### src/rtl/xcvr_pkg.sv
package xcvr_pkg;

    typedef enum logic {
        CTRL_EN_DIR  = 1'b0,
        CTRL_DUAL_EN = 1'b1
    } ctrl_style_e;

    typedef enum logic {
        SRC_LIVE   = 1'b0,
        SRC_STORED = 1'b1
    } src_sel_e;

    typedef struct packed {
        logic drive_a;
        logic drive_b;
    } oe_pair_t;

    localparam int NUM_SIDES = 2;
    localparam int SIDE_A    = 0;
    localparam int SIDE_B    = 1;

    function automatic oe_pair_t decode_en_dir(input logic en_n, input logic dir);
        oe_pair_t r;
        r.drive_a = ~en_n & ~dir;
        r.drive_b = ~en_n & dir;
        return r;
    endfunction

    function automatic oe_pair_t decode_dual(input logic en_a2b, input logic en_b2a_n);
        oe_pair_t r;
        r.drive_a = ~en_b2a_n;
        r.drive_b = en_a2b;
        return r;
    endfunction

endpackage

### src/rtl/xcvr_edge_sense.sv
module xcvr_edge_sense (
    input  logic clk,
    input  logic rst,
    input  logic raw_i,
    output logic rise_o
);
    logic stage1_q;
    logic stage2_q;

    always_ff @(posedge clk) begin
        if (rst) begin
            stage1_q <= 1'b0;
            stage2_q <= 1'b0;
        end else begin
            stage1_q <= raw_i;
            stage2_q <= stage1_q;
        end
    end

    assign rise_o = stage1_q & ~stage2_q;
endmodule

### src/rtl/xcvr_store.sv
module xcvr_store #(
    parameter int WIDTH = 8
) (
    input  logic             clk,
    input  logic             rst,
    input  logic             load_i,
    input  logic [WIDTH-1:0] d_i,
    output logic [WIDTH-1:0] q_o
);
    always_ff @(posedge clk) begin
        if (rst)
            q_o <= '0;
        else if (load_i)
            q_o <= d_i;
    end
endmodule

### src/rtl/xcvr_path.sv
module xcvr_path #(
    parameter int WIDTH  = 8,
    parameter bit INVERT = 1'b0
) (
    input  logic [WIDTH-1:0]  live_i,
    input  logic [WIDTH-1:0]  stored_i,
    input  xcvr_pkg::src_sel_e sel_i,
    output logic [WIDTH-1:0]  y_o
);
    logic [WIDTH-1:0] picked;

    always_comb begin
        unique case (sel_i)
            xcvr_pkg::SRC_STORED: picked = stored_i;
            default:              picked = live_i;
        endcase
    end

    generate
        if (INVERT) begin : g_inv
            assign y_o = ~picked;
        end else begin : g_true
            assign y_o = picked;
        end
    endgenerate
endmodule

### src/rtl/xcvr_oe_decode.sv
module xcvr_oe_decode #(
    parameter xcvr_pkg::ctrl_style_e CTRL = xcvr_pkg::CTRL_EN_DIR
) (
    input  logic               rst,
    input  logic               en_n,
    input  logic               dir,
    input  logic               en_a2b,
    input  logic               en_b2a_n,
    output xcvr_pkg::oe_pair_t oe_o
);
    xcvr_pkg::oe_pair_t raw;
    logic unused_pins;

    generate
        if (CTRL == xcvr_pkg::CTRL_DUAL_EN) begin : g_dual
            assign raw         = xcvr_pkg::decode_dual(en_a2b, en_b2a_n);
            assign unused_pins = en_n ^ dir;
        end else begin : g_endir
            assign raw         = xcvr_pkg::decode_en_dir(en_n, dir);
            assign unused_pins = en_a2b ^ en_b2a_n;
        end
    endgenerate

    always_comb begin
        oe_o = raw;
        if (rst) begin
            oe_o.drive_a = 1'b0;
            oe_o.drive_b = 1'b0;
        end
    end
endmodule

### src/rtl/regxcvr_top.sv
module regxcvr_top #(
    parameter int                    WIDTH  = 8,
    parameter xcvr_pkg::ctrl_style_e CTRL   = xcvr_pkg::CTRL_EN_DIR,
    parameter bit                    INVERT = 1'b0
) (
    input  logic             clk,
    input  logic             rst,
    input  logic [WIDTH-1:0] a_in,
    output logic [WIDTH-1:0] a_out,
    output logic             a_oe,
    input  logic [WIDTH-1:0] b_in,
    output logic [WIDTH-1:0] b_out,
    output logic             b_oe,
    input  logic             cap_a,
    input  logic             cap_b,
    input  logic             sel_a2b,
    input  logic             sel_b2a,
    input  logic             en_n,
    input  logic             dir,
    input  logic             en_a2b,
    input  logic             en_b2a_n
);
    import xcvr_pkg::*;

    oe_pair_t         oe;
    logic [NUM_SIDES-1:0] strobe_raw;
    logic [NUM_SIDES-1:0] strobe_rise;
    logic [WIDTH-1:0]     bus_seen [NUM_SIDES];
    logic [WIDTH-1:0]     held_q   [NUM_SIDES];
    logic [WIDTH-1:0]     reg_a_q;
    logic [WIDTH-1:0]     reg_b_q;

    assign strobe_raw[SIDE_A] = cap_a;
    assign strobe_raw[SIDE_B] = cap_b;

    xcvr_oe_decode #(.CTRL(CTRL)) u_oe (
        .rst      (rst),
        .en_n     (en_n),
        .dir      (dir),
        .en_a2b   (en_a2b),
        .en_b2a_n (en_b2a_n),
        .oe_o     (oe)
    );

    assign a_oe = oe.drive_a;
    assign b_oe = oe.drive_b;

    // Each register sees its bus as resolved: the driven word wins.
    always_comb begin
        bus_seen[SIDE_A] = oe.drive_a ? a_out : a_in;
        bus_seen[SIDE_B] = oe.drive_b ? b_out : b_in;
    end

    generate
        for (genvar s = 0; s < NUM_SIDES; s++) begin : g_side
            xcvr_edge_sense u_edge (
                .clk    (clk),
                .rst    (rst),
                .raw_i  (strobe_raw[s]),
                .rise_o (strobe_rise[s])
            );
            xcvr_store #(.WIDTH(WIDTH)) u_store (
                .clk    (clk),
                .rst    (rst),
                .load_i (strobe_rise[s]),
                .d_i    (bus_seen[s]),
                .q_o    (held_q[s])
            );
        end
    endgenerate

    assign reg_a_q = held_q[SIDE_A];
    assign reg_b_q = held_q[SIDE_B];

    xcvr_path #(.WIDTH(WIDTH), .INVERT(INVERT)) u_to_b (
        .live_i   (a_in),
        .stored_i (reg_a_q),
        .sel_i    (src_sel_e'(sel_a2b)),
        .y_o      (b_out)
    );

    xcvr_path #(.WIDTH(WIDTH), .INVERT(INVERT)) u_to_a (
        .live_i   (b_in),
        .stored_i (reg_b_q),
        .sel_i    (src_sel_e'(sel_b2a)),
        .y_o      (a_out)
    );
endmodule

### config.mk
export PLATFORM = sky130hd
export DESIGN_NAME = regxcvr_top
export DESIGN_NICKNAME = d
export VERILOG_FILES = /design/src/rtl/xcvr_pkg.sv /design/src/rtl/xcvr_edge_sense.sv /design/src/rtl/xcvr_store.sv /design/src/rtl/xcvr_path.sv /design/src/rtl/xcvr_oe_decode.sv /design/src/rtl/regxcvr_top.sv
export SDC_FILE = /design/constraint.sdc
export NUM_CORES = 1
export LEC_CHECK = 0
export BUFFER_PORTS_ARGS = -buffer_cell sky130_fd_sc_hd__buf_2
export CAP_MARGIN = 20
export CORE_AREA = 8 8 54 65
export DETAILED_ROUTE_END_ITERATION = 10
export DIE_AREA = 0 0 62 73
export GPL_TIMING_DRIVEN = 0
export PLACE_DENSITY = 0.75
export SYNTH_ARGS = -nofsm -noshare
export SYNTH_HDL_FRONTEND = slang
export SYNTH_SLANG_ARGS = --single-unit
### constraint.sdc
create_clock -name clk -period 1.55 [get_ports clk]
set_clock_uncertainty 0.1 [all_clocks]
set_input_delay 0 -clock clk [delete_from_list [all_inputs] [get_ports clk]]
set_output_delay 0 -clock clk [all_outputs]
set_load 0.02 [all_outputs]
---- After elaboration in Yosys (flattened, before gate mapping) ----
Cells that the tools add are included.
W data, S select, Z words.
storage, ports and cells
  flip-flop bits (word level) ............. 20
  input port bits ......................... 26
  output and inout port bits .............. 18
  word-level logic and storage cells ...... 19
operators by class
  mux-type cells .......................... 5
  bitwise logic cells ..................... 8
operators by type and width
  kind           number
  $mux W8        4
  $and A1 B1 Y1  4
  $not A1 Y1     4
  $mux W2        1

---- Longest topological paths before layout ----
  depth after elaboration ................. 4
  mapped depth ............................ 5
  gate-level depth less buffers ........... 3

---- Cells and area by module ----
A second synthesis with hierarchy kept.
unflattened totals
  cells, all modules ...................... 100
  area, all modules ....................... 1241.2 µm²
by module, submodules not included
  module           instances  cells an instance  area each (µm²)  seq. area each (µm²)
  xcvr_store       2          26                 285.3            160.2
  regxcvr_top      1          18                 262.8            0.0
  xcvr_path        2          9                  131.4            0.0
  xcvr_edge_sense  2          5                  61.3             40.0
  xcvr_oe_decode   1          2                  22.5             0.0

---- Least setup slack after synthesis ----
OpenSTA, ideal clock, no wires.
  path kind ............................... register -> register
  start point ............................. register g_side[0].u_edge.stage2_q
  end point ............................... register g_side[0].u_store.q_o[0]
  library setup time ...................... 0.122 ns
  arrival time ............................ 1.155 ns
  required time ........................... 1.328 ns
  path slack .............................. 0.173 ns
  cell stages (with the launch flop) ...... 6
  path buffers ............................ 2
  period minus slack after synthesis ...... 1.377 ns
  cells stage by stage .................... dfxtp_1 > nand2b_1 > buf_4 > and2b_2 > buf_6 > a221o_1
between the ends
  longest elaborated chain between the ends .. 2
RTL lines
  what                    line                   source
  start, declared         xcvr_edge_sense.sv:8   logic stage2_q;
  start signal, assigned  xcvr_edge_sense.sv:16  stage2_q <= stage1_q;
  $not A1 Y1              xcvr_edge_sense.sv:20  assign rise_o = stage1_q & ~stage2_q;
  $and A1 B1 Y1           xcvr_edge_sense.sv:20
  end signal, assigned    xcvr_store.sv:14       q_o <= d_i;
  end, declared           xcvr_store.sv:8        output logic [WIDTH-1:0] q_o
Every way passes these cells.
A chain may end at the register's enable or synchronous reset.

---- Worst setup path after layout ----
  start point ............................. register g_side[1].u_edge.stage2_q
  end point ............................... register g_side[1].u_store.q_o[0]
between the ends
  longest elaborated chain between the ends .. 2
RTL lines
  what                    line
  start, declared         xcvr_edge_sense.sv:8
  start signal, assigned  xcvr_edge_sense.sv:16
  $not A1 Y1              xcvr_edge_sense.sv:20
  $and A1 B1 Y1           xcvr_edge_sense.sv:20
  end signal, assigned    xcvr_store.sv:14
  end, declared           xcvr_store.sv:8
Every way passes these cells.

==> results.md <==
* Status: complete, no violations
* Top cells by instance count after synthesis: 20 x dfxtp_1, 16 x a221o_1, 16 x mux2_2, 16 x nor3b_2, 6 x and2b_2
* Most instantiated library cell after synthesis: dfxtp_1
* Worst reg2reg setup slack at 50 ps
* Final Critical Period at 1500 ps
* Final hold vios at 0
* Final Max Slew Viols at 0
* GPL Wtd Cong at 0.740
* Initial antenna violation count at 0
* Worst r2r src: g_side[1].u_edge.stage2_q
* Syn_nets at 118
* Initial DRC Count at 57
* CP arrival at 1600 ps
* Min-Delay Path Depth at 4
* # port buffers at 39
* CP cell instances: nand2b_1 > buf_6 > and2b_2 > buf_2 > a221o_1
* Non-filler cells, final at ~190
* Worst Min Path Start: rst
* Worst hold path type: primary input to flop
* CP Max Fanout at 10
* Via density per instance at around 5.3
* Sink Count at 20
* Hpwl dp at 2130 um
* Crit-path slowest cell: dfxtp_1
* Fin crit share at 96.8%
* Worst-Margin Slew at 414 ps
* First-pass GRT wire length at 4990 um
* Vias in the first global route at 1059
* CP Capture Type: flop
* Area contributors post-synth: dfxtp_1 36%, nor3b_2 18%, mux2_2 16%
* Final worst slack at 49.6 ps
* Critical Path Start Type: flop
* Worst flop-to-flop path endpoint: g_side[1].u_store.q_o[0]
* Clock Path Buffers at 2
* Met2 GRT Util at 22.7%
* Syn_area_per_cell at 12.2 um2
* Largest net degree at the start of global routing at 12
* Total CTS buffers at 3
* DR vias at 999
* WP data required at roughly 1700 ps
* Starting Density at 45.5%
* R2R depth at 5
* Pleak at 0.000702 uW
* M3 GR Usage at 2.47%
* Post-synth EDFFs at 0
* GRT overflow at 0
* CP Launch Point: g_side[1].u_edge.stage2_q
* Async S/R FF share, synth at 0%
* Die area at 4530 um2
* Yosys top cell area share at 35.6%
* Synth Instances at 92
* Layout cells sized above 1 at 58.3%
* DR pass1 iterations at 4
* CP Class: flop to flop
* Die Ht at 73 um
* Core Rows at 20
* Place WS at about 56 ps
* RSZ-0062 raised after global routing: false
* Final setup viols at 0
* Worst Hold End: g_side[0].u_store.q_o[2]
* Post-CTS Repair Setup Buffers at 0
* Area grow syn2layout at 44.0%
* Worst Path Buf+Inv at 2
* Distinct cells, synth at 15
* NumNets Final at between 150 and 200
* # IOs at 44
* Yosys Warn Count at 0
* Most Used Layer, Global Route: met2
* Final WL at 3080 um
* Clock latency on the worst-skew pair at 300 ps
* Peak VDD IR at 0.455 mV
* Diodes inserted at 0
* Reg clk slew, reported paths at 110 ps
* Grt met1 use at a little under a fifth
* Critical Path Max Stage Delay at 310 ps
* Antenna Nets Post-Route at 0
* Overall global routing resource usage at between 10% and 20%
* CTS tree: done
* Pwr Density at ~730 nW/um2
* DR DRC count at 0
* Die width at 62 um
* Total Neg Setup Slack at 0 ps
* Max cap viols at 0
* DR WL/cell at roughly 16 um
* Fmax at 0.667 GHz
* Post-Synthesis Cell Area at 1130 um2
* Crit-path leading delay family: simple AND/OR/NAND/NOR gates
* CORE AREA at 2480 um2
* Register area share after synthesis at 35.6%
* Root buffer cell: clkbuf_4
* Top FF cell, synth: dfxtp_1
* Worst-case headroom to the max-slew limit at between 70% and 80%
* Synth Register Bits at 20
* CTS HTree Levels at 1
* Synth area leader: dfxtp_1
* Placed insts at 164
cells in the final DEF (no fill, tap or decap), types with 2 or more instances in the layout:
| cell type | n |
|---|---|
| dlygate4sd3_1 | 21 |
| inv_1 | 2 |
| a221o_1 | 16 |
| and2b_2 | 6 |
| buf_6 | 4 |
| mux2_2 | 16 |
| nor3b_2 | 16 |
| dfxtp_1 | 20 |
| nand2b_1 | 2 |
| buf_2 | 42 |
| nor3_4 | 2 |
| clkbuf_4 | 3 |
report_power, final:
group          total [uW]  leakage (uW)  switching (uW)  internal [uW]
Clock                 307     0.0000210             164            144
Sequential            553      0.000164            12.6            541
Combinational         321      0.000518             157            164
Total                1180      0.000702             333            848
worst max-delay path by stage:
stage | endpoint | slack [ps] | cells after the start
5_1_grt | g_side[1].u_store.q_o[3] | 2 | 5
2_1_floorplan | g_side[0].u_store.q_o[0] | 170 | 5
3_5_place_dp | g_side[0].u_store.q_o[1] | 60 | 4
6_report | g_side[1].u_store.q_o[0] | 50 | 5
3_3_place_gp | g_side[0].u_store.q_o[7] | 70 | 4
4_1_cts | g_side[0].u_store.q_o[1] | 10 | 4
cells by family (layout without fill, tap and decap cells):
| kind of cell | count (synthesis) | after routing | synth area share (%) |
|---|---|---|---|
| AND/OR/NAND/NOR | 30 | 30 | 27.6 |
| flip-flops | 20 | 20 | 35.6 |
| AO/OA/AOI/OAI | 16 | 16 | 14.2 |
| multiplexers | 16 | 16 | 16.0 |
| buffers and inverters | 10 | 74 | 6.67 |
per-stage QoR:
step           hold slack [ps]  utilization (%)  area, um2  power [uW]
4_1_cts                    241             64.9       1610        1190
3_5_place_dp               131             55.0       1360         840
2_1_floorplan             39.1                -       1130         743
3_3_place_gp               123             55.0       1360         834
5_1_grt                    284             65.5       1620        1240
6_report                   270             65.5       1620        1180
state kept, by name, summed over array words and instances (netlist names):
name,cells
g_side.u_store.q_o,16
g_side.u_edge.stage1_q,2
g_side.u_edge.stage2_q,2
routing by layer:
layer	part of all wire, %	up-vias
li1	-	482
met5	0	-
met4	1.1	0
met1	43	466
met2	48	47
met3	7.7	4
final cells by class:
cell class | count | area (um2)
Buffer | 8 | 67.6
Clock buffer | 4 | 36.3
Sequential cell | 20 | 400
Tap cell | 33 | 41.3
Timing Repair Buffer | 60 | 405
Inverter | 2 | 7.51
Multi-Input combinational cell | 62 | 663
Fill cell | 193 | 856
worst register-to-register path: stages, from the launching register on:
cell	delay, ps
dfxtp_1	310
nand2b_1	140
buf_6	160
and2b_2	200
buf_2	180
a221o_1	320
repair_timing:
item,CTS,global route
gates resized for setup,0,2
endpoints found under the setup margin,0,15
hold buffers,21,0
endpoints found under the hold margin,20,0
Power figures use the tool's default switching activity.
